==> src/rtl/thermal_fs_pkg.sv <==
package thermal_fs_pkg;
    localparam int TEMP_W = 8;
    localparam int ADDR_W = 8;

    typedef logic [TEMP_W-1:0] temp_t;

    typedef struct packed {
        logic  locked;
        temp_t ulim_loc;
        temp_t ulim_rem;
    } cfg_st_t;
endpackage

==> src/rtl/thermal_fs_cfg.sv <==
module thermal_fs_cfg
    import thermal_fs_pkg::*;
#(
    parameter logic [ADDR_W-1:0] ADDR_ULOC = 8'h13,
    parameter logic [ADDR_W-1:0] ADDR_UREM = 8'h14,
    parameter logic [ADDR_W-1:0] ADDR_CFG  = 8'h40,
    parameter int                LOCK_BIT  = 3,
    parameter temp_t             DEF_LOC   = 8'd70,
    parameter temp_t             DEF_REM   = 8'd100
) (
    input  logic              clk_i,
    input  logic              rst_ni,
    input  logic              clr_i,
    input  logic              wr_en_i,
    input  logic [ADDR_W-1:0] wr_addr_i,
    input  logic [TEMP_W-1:0] wr_data_i,
    output temp_t             lim_loc_o,
    output temp_t             lim_rem_o
);
    localparam cfg_st_t CFG_RST = '{locked: 1'b0, ulim_loc: DEF_LOC, ulim_rem: DEF_REM};

    cfg_st_t cfg_d, cfg_q;

    always_comb begin
        cfg_d = cfg_q;
        if (clr_i) begin
            cfg_d = CFG_RST;
        end else if (wr_en_i) begin
            if (!cfg_q.locked && wr_addr_i == ADDR_ULOC) cfg_d.ulim_loc = wr_data_i;
            if (!cfg_q.locked && wr_addr_i == ADDR_UREM) cfg_d.ulim_rem = wr_data_i;
            if (wr_addr_i == ADDR_CFG && wr_data_i[LOCK_BIT]) cfg_d.locked = 1'b1;
        end
    end

    always_ff @(posedge clk_i or negedge rst_ni) begin
        if (!rst_ni) cfg_q <= CFG_RST;
        else         cfg_q <= cfg_d;
    end

    assign lim_loc_o = cfg_q.locked ? cfg_q.ulim_loc : DEF_LOC;
    assign lim_rem_o = cfg_q.locked ? cfg_q.ulim_rem : DEF_REM;

    AST_LOCK_STICKY: assert property (@(posedge clk_i) disable iff (!rst_ni)
        cfg_q.locked && !clr_i |=> cfg_q.locked);
    AST_USER_FROZEN: assert property (@(posedge clk_i) disable iff (!rst_ni)
        cfg_q.locked && !clr_i |=> $stable(cfg_q.ulim_loc) && $stable(cfg_q.ulim_rem));
    AST_LOCK_CAUSE: assert property (@(posedge clk_i) disable iff (!rst_ni)
        $rose(cfg_q.locked) |-> $past(wr_en_i && wr_addr_i == ADDR_CFG));
endmodule

==> src/rtl/thermal_fs_chan.sv <==
module thermal_fs_chan
    import thermal_fs_pkg::*;
#(
    parameter int PERSIST = 3,
    parameter int HYST    = 5
) (
    input  logic  clk_i,
    input  logic  rst_ni,
    input  logic  clr_i,
    input  logic  vld_i,
    input  temp_t temp_i,
    input  temp_t limit_i,
    output logic  active_o
);
    localparam int CW = $clog2(PERSIST + 1);
    localparam int XW = TEMP_W + 1;

    typedef struct packed {
        logic          active;
        logic [CW-1:0] run;
    } chan_st_t;

    chan_st_t st_d, st_q;
    logic     over, cool, hit;

    assign over = temp_i > limit_i;
    assign cool = ({1'b0, temp_i} + XW'(HYST)) <= {1'b0, limit_i};
    assign hit  = st_q.active ? cool : over;

    always_comb begin
        st_d = st_q;
        if (clr_i) begin
            st_d = '0;
        end else if (vld_i) begin
            if (!hit) begin
                st_d.run = '0;
            end else if (st_q.run == CW'(PERSIST - 1)) begin
                st_d.run    = '0;
                st_d.active = !st_q.active;
            end else begin
                st_d.run = st_q.run + 1'b1;
            end
        end
    end

    always_ff @(posedge clk_i or negedge rst_ni) begin
        if (!rst_ni) st_q <= '0;
        else         st_q <= st_d;
    end

    assign active_o = st_q.active;

    AST_RISE_ON_OVER: assert property (@(posedge clk_i) disable iff (!rst_ni)
        $rose(st_q.active) |-> $past(vld_i && over && !clr_i));
    AST_FALL_ON_COOL: assert property (@(posedge clk_i) disable iff (!rst_ni)
        $fell(st_q.active) |-> $past(clr_i) || $past(vld_i && cool));
    AST_RUN_BOUND: assert property (@(posedge clk_i) disable iff (!rst_ni)
        st_q.run < CW'(PERSIST));
    AST_HOLD_NO_STROBE: assert property (@(posedge clk_i) disable iff (!rst_ni)
        !vld_i && !clr_i |=> $stable(st_q));
endmodule

==> src/rtl/thermal_failsafe.sv <==
module thermal_failsafe
    import thermal_fs_pkg::*;
#(
    parameter int PERSIST = 3,
    parameter int HYST    = 5
) (
    input  logic              clk_i,
    input  logic              rst_ni,
    input  logic              sys_rst_i,
    input  logic              aux_rst_i,
    input  logic              wr_en_i,
    input  logic [ADDR_W-1:0] wr_addr_i,
    input  logic [TEMP_W-1:0] wr_data_i,
    input  logic              loc_vld_i,
    input  logic [TEMP_W-1:0] loc_temp_i,
    input  logic              rem_vld_i,
    input  logic [TEMP_W-1:0] rem_temp_i,
    input  logic              fan_off_req_i,
    output logic              force_full_o,
    output logic              ovt_loc_o,
    output logic              ovt_rem_o,
    output logic              fan_off_o
);
    localparam int NCH = 2;

    logic  clr;
    temp_t lim_loc, lim_rem;
    logic  [NCH-1:0] vld, act;
    temp_t [NCH-1:0] temp, lim;

    assign clr  = sys_rst_i | aux_rst_i;
    assign vld  = {rem_vld_i, loc_vld_i};
    assign temp = {rem_temp_i, loc_temp_i};
    assign lim  = {lim_rem, lim_loc};

    thermal_fs_cfg i_cfg (
        .clk_i     (clk_i),
        .rst_ni    (rst_ni),
        .clr_i     (clr),
        .wr_en_i   (wr_en_i),
        .wr_addr_i (wr_addr_i),
        .wr_data_i (wr_data_i),
        .lim_loc_o (lim_loc),
        .lim_rem_o (lim_rem)
    );

    for (genvar g = 0; g < NCH; g++) begin : g_chan
        thermal_fs_chan #(.PERSIST(PERSIST), .HYST(HYST)) i_chan (
            .clk_i    (clk_i),
            .rst_ni   (rst_ni),
            .clr_i    (clr),
            .vld_i    (vld[g]),
            .temp_i   (temp[g]),
            .limit_i  (lim[g]),
            .active_o (act[g])
        );
    end

    assign ovt_loc_o    = act[0];
    assign ovt_rem_o    = act[1];
    assign force_full_o = |act;
    assign fan_off_o    = fan_off_req_i & ~force_full_o;

    AST_FANOFF_QUIET: assert property (@(posedge clk_i) disable iff (!rst_ni)
        force_full_o |-> !fan_off_o);
    AST_FORCE_SOURCE: assert property (@(posedge clk_i) disable iff (!rst_ni)
        $rose(force_full_o) |-> $past(loc_vld_i || rem_vld_i));
    AST_CLEAR_OUTPUTS: assert property (@(posedge clk_i) disable iff (!rst_ni)
        clr |=> !force_full_o && !ovt_loc_o && !ovt_rem_o);
endmodule

==> config.mk <==
export PLATFORM = sky130hd
export DESIGN_NAME = thermal_failsafe
export DESIGN_NICKNAME = d
export VERILOG_FILES = /design/src/rtl/thermal_fs_pkg.sv /design/src/rtl/thermal_fs_cfg.sv /design/src/rtl/thermal_fs_chan.sv /design/src/rtl/thermal_failsafe.sv
export SDC_FILE = /design/constraint.sdc
export NUM_CORES = 1
export LEC_CHECK = 0
export BUFFER_PORTS_ARGS = -buffer_cell sky130_fd_sc_hd__buf_2
export CORE_MARGIN = 2
export CORE_UTILIZATION = 35
export CTS_CLUSTER_DIAMETER = 50
export DETAILED_ROUTE_END_ITERATION = 10
export PLACE_DENSITY_LB_ADDON = 0.05
export SYNTH_ARGS = -nofsm -noshare
export SYNTH_HDL_FRONTEND = slang
export SYNTH_SLANG_ARGS = --single-unit
==> constraint.sdc <==
create_clock -name clk_i -period 2.8 [get_ports clk_i]
set_input_delay 0.42 -clock clk_i [delete_from_list [all_inputs] [get_ports clk_i]]
set_output_delay 0.42 -clock clk_i [all_outputs]
set_load 0.02 [all_outputs]
==> impl_summary.md <==
Timing
Setup repair after global routing left no endpoint under its margin. The final max-slew violation count is 0. The maximum clock rate is 396 MHz. The maximum clock skew at final layout is roughly 10 ps. The setup TNS after final layout is 0 ps.

The hold violation count in the final report is 0. The portion of the clock cycle consumed by the worst path in the final layout is between 90% and 100%. In this run the tightest slew margin relative to its limit is approximately 51%.

The measured slew at the worst slew-check pin is approximately 730 ps. The count of endpoints failing setup in the final report is 0. The routed design could run at a clock period as short as 2530 ps.

Die
The starting density of the core is 35.9%. The floorplan core area is 5850 um^2. The floorplan step defined a die boundary enclosing between 6000 and 7000 um^2. The die extent in y is 81.5 um.

The count of standard-cell rows is 28. The I/O pin total is 44. In this run the horizontal extent of the chip is 81.5 um.

Finish
The repair_antennas step left the layout with diodes totalling 0. The library cells used most frequently in the layout, excluding fill and tap cells, are buf_2 (43), ha_1 (34), nand2_1 (23). The number of nets at the end of the flow is 349. Relative to the synthesized area, the layout overhead comes to 17.1%. The share of cells above drive strength 1 is about a quarter. The final instance area is ~2500 um^2.

Leaving out fill and tap cells, the most frequent cell in the layout is buf_2. Counting the fill cells in the layout gives 612.

Setup path
At the worst endpoint, the arrival time is 2710 ps. The critical path goes through buf_4 -> nor2b_1 -> ha_1 -> nand3_1 -> a211oi_1 -> or4_1 -> a211oi_1 -> mux2i_1. On the critical path, the stage with the largest delay is an instance of dfrtp_1. The critical path launch point type is a flop. Data on the critical path is required at its endpoint by slightly below 3000 ps. The startpoint identified for the worst register-to-register timing path is i_cfg.cfg_q[16]$_DFFE_PN0P_.

The category of the critical setup timing path is reg2reg. STA classifies the critical path endpoint as a flop. Along the worst path, the maximum fanout reaches 8. Counting stages on the worst path, the most repeated cell is a211oi_1. The endpoint of the worst-slack reg-to-reg timing path is g_chan[0].i_chan.active_o$_DFFE_PN0P_. For flop-to-flop paths, the worst setup slack is 270 ps.

The delay contributed by the slowest stage of the critical path is roughly 510 ps. The number of cells on the worst reg-to-reg path is 8.

CTS
The number of buffers added by the clock tree synthesis step is 3. Buffers added to address setup during post-CTS repair amount to 0. The longest clock path from root to sink contains 2 buffers. The cell at the root of the clock tree is clkbuf_8. In this run, post-CTS repair resized a total of 0 instances. The clock tree from TritonCTS is yes.

The clock transition time at the flip-flop clock pins of the worst setup and hold paths is 90 ps. The tree built by TritonCTS fans out to 23 sinks. CTS built an H-tree with a depth of 1. The clock latency on the worst-skew pair is 270 ps. The number of hold buffers added after CTS is 0.

Yosys
Synthesis produced a netlist whose cell count is 229. The top cell type by total area after synthesis is dfrtp_1. The number of synthesized flops with an enable pin is 0. By area the synthesized netlist is led by dfrtp_1 (20%), ha_1 (20%), mux2i_1 (8.1%). The post-synthesis average cell area is 9.18 um^2. The share of synthesized area in the top cell type comes to a little over 20%. After synthesis, the share of flip-flops with an asynchronous set or reset is 100%. In the synthesized netlist the dominant register cell turns out to be dfrtp_1. Synthesis produced a netlist with a net count of 303. Counting distinct cell types in the post-synthesis netlist gives 48. After synthesis the cells add up to 2100 um^2.

After synthesis, flip-flops and latches occupy approximately 28% of the total area. The flop and latch count out of synthesis is 23. For this run, the number of Yosys warnings is 0.

GRT
The global router's overall resource usage is 15.5%. The global-route congestion overflow total is 0. The number of global-route vias before repair is 1554.

The first-pass GRT wire length is 7860 um. The pin count of the biggest net entering global routing is 24. The number of antenna violations at the first check in global routing is 0.

Routing
After detailed routing, the average wire length per cell comes to 14.5 um. In this run, the number of DRC markers left after iteration 0 of detailed routing was 62. The number of detailed-route iterations in the first pass is 4. Dividing the detail-routed via count by the number of cells gives about 5.1. After detailed routing, the number of remaining DRC violations is 0. The routed design has 5070 um of wire. The total via count in the routed design is between 1.5k and 2k.

The count of nets left with antenna violations once routing finished came out at 0.

Worst hold path
The worst hold path class is in2async.

Power
The power per unit of standard cell area is 293 nW/um^2. The switching share of power is 29.1%. Sequential cells burn 46.4% of the power. Internal power comes to 512 uW. The combinational power share is 24.1%. The fraction of power consumed by the clock network is 29.5%. The peak supply drop is 0.000225 V.

The net switching power is around 210 uW. Total power for the finished layout comes to 722 uW. The cell leakage power is 1.14 nW.

Placement
Input and output buffers added on the ports amount to 43. The placement-stage cell area is 2410 um^2. The weighted congestion at the end of routability-driven global placement is 0.821. The HPWL after detailed placement is 4270 um.

Run status
The flow ran to the end, and the final reports show no timing, DRC or antenna violations.

Job
The tool flagged a number of max-cap violations equal to 0.
-- worst max-delay path, delay by kind of cell, from the launching register on --
| kind | cells | cell delay (ps) |
|---|---|---|
| AO/OA/AOI/OAI | 2 | 370 |
| adder cells (fa/ha/maj) | 1 | 290 |
| buffers and inverters | 1 | 180 |
| flip-flops | 1 | 510 |
| multiplexers | 1 | 230 |
| AND/OR/NAND/NOR | 3 | 860 |
-- how the worst max path moves through the flow --
stage,from,end
final,i_cfg.cfg_q[16]$_DFFE_PN0P_,g_chan[0].i_chan.active_o$_DFFE_PN0P_
after global routing,i_cfg.cfg_q[16]$_DFFE_PN0P_,g_chan[0].i_chan.active_o$_DFFE_PN0P_
after CTS,i_cfg.cfg_q[16]$_DFFE_PN0P_,g_chan[0].i_chan.active_o$_DFFE_PN0P_
after detailed placement,loc_temp_i[0],g_chan[0].i_chan.active_o$_DFFE_PN0P_
after global placement,loc_temp_i[0],g_chan[0].i_chan.active_o$_DFFE_PN0P_
after floorplan,loc_temp_i[0],g_chan[0].i_chan.active_o$_DFFE_PN0P_
-- cells in the mapped netlist (3+ instances only) --
cell	instances
ha_1	34
nand2_1	23
nor2_1	19
dfrtp_1	17
mux2i_1	17
a21oi_1	13
xnor2_1	9
nand3_1	8
inv_1	7
dfstp_2	6
nand4_1	6
nor2b_1	6
o21ai_0	6
a211oi_1	4
clkbuf_1	3
nor3b_1	3
or3_1	3
xor2_1	3
-- state kept, by name, summed over array words and instances, names as in the netlist --
register,count
i_cfg.cfg_q,17
g_chan.i_chan.st_q,4
g_chan.i_chan.active_o,2
-- layer usage --
layer	vias up	global-route usage, %	part of all wire [%]	wire, um
met1	812	23.4	52	2620
met4	0	2.03	0.45	23
met2	25	23.7	45	2270
li1	951	-	-	-
met5	-	0	0	0
met3	2	2.75	2.9	147
-- power by group through the flow --
stage	Sequential, mW	Combinational, mW	Clock [mW]
4_1_cts	0.335	0.177	0.221
2_1_floorplan	0.341	0.0987	0
3_5_place_dp	0.341	0.176	0
6_report	0.335	0.174	0.213
3_3_place_gp	0.341	0.176	0
5_1_grt	0.335	0.198	0.237
-- logic make-up (layout without fill, tap and decap cells) --
kind of cell / after synthesis / in the layout / synth area share (%)
DFF: 23 / 23 / 27.7
adders and majority gates: 34 / 34 / 20.2
and+or+nand+nor: 90 / 90 / 23.0
muxes: 17 / 17 / 8.10
buffers and inverters: 12 / 57 / 2.20
AOI/OAI and AO/OA: 41 / 41 / 13.7
xor gates and xnor gates: 12 / 12 / 5.00
-- through the flow --
step	hold WS (ps)	setup slack [ps]	std cells	util, %
2_1_floorplan	124	337	229	-
4_1_cts	133	245	349	42.1
3_3_place_gp	431	82.5	345	41.3
3_5_place_dp	427	41.6	345	41.3
6_report	125	275	349	42.1
5_1_grt	159	91.3	349	42.1
-- area by class of cell --
cell class / instances / area, um^2 / share of cell area [%]
clock buffers: 3 / 41.3 / 1.68
clock inverters: 1 / 7.51 / 0.305
inverters: 7 / 26.3 / 1.07
multi-input cells: 194 / 1470 / 59.8
flip-flops and latches: 23 / 583 / 23.7
well taps: 75 / 93.8 / 3.81
repair buffers: 46 / 238 / 9.65
(Power assumes the default switching activity.)
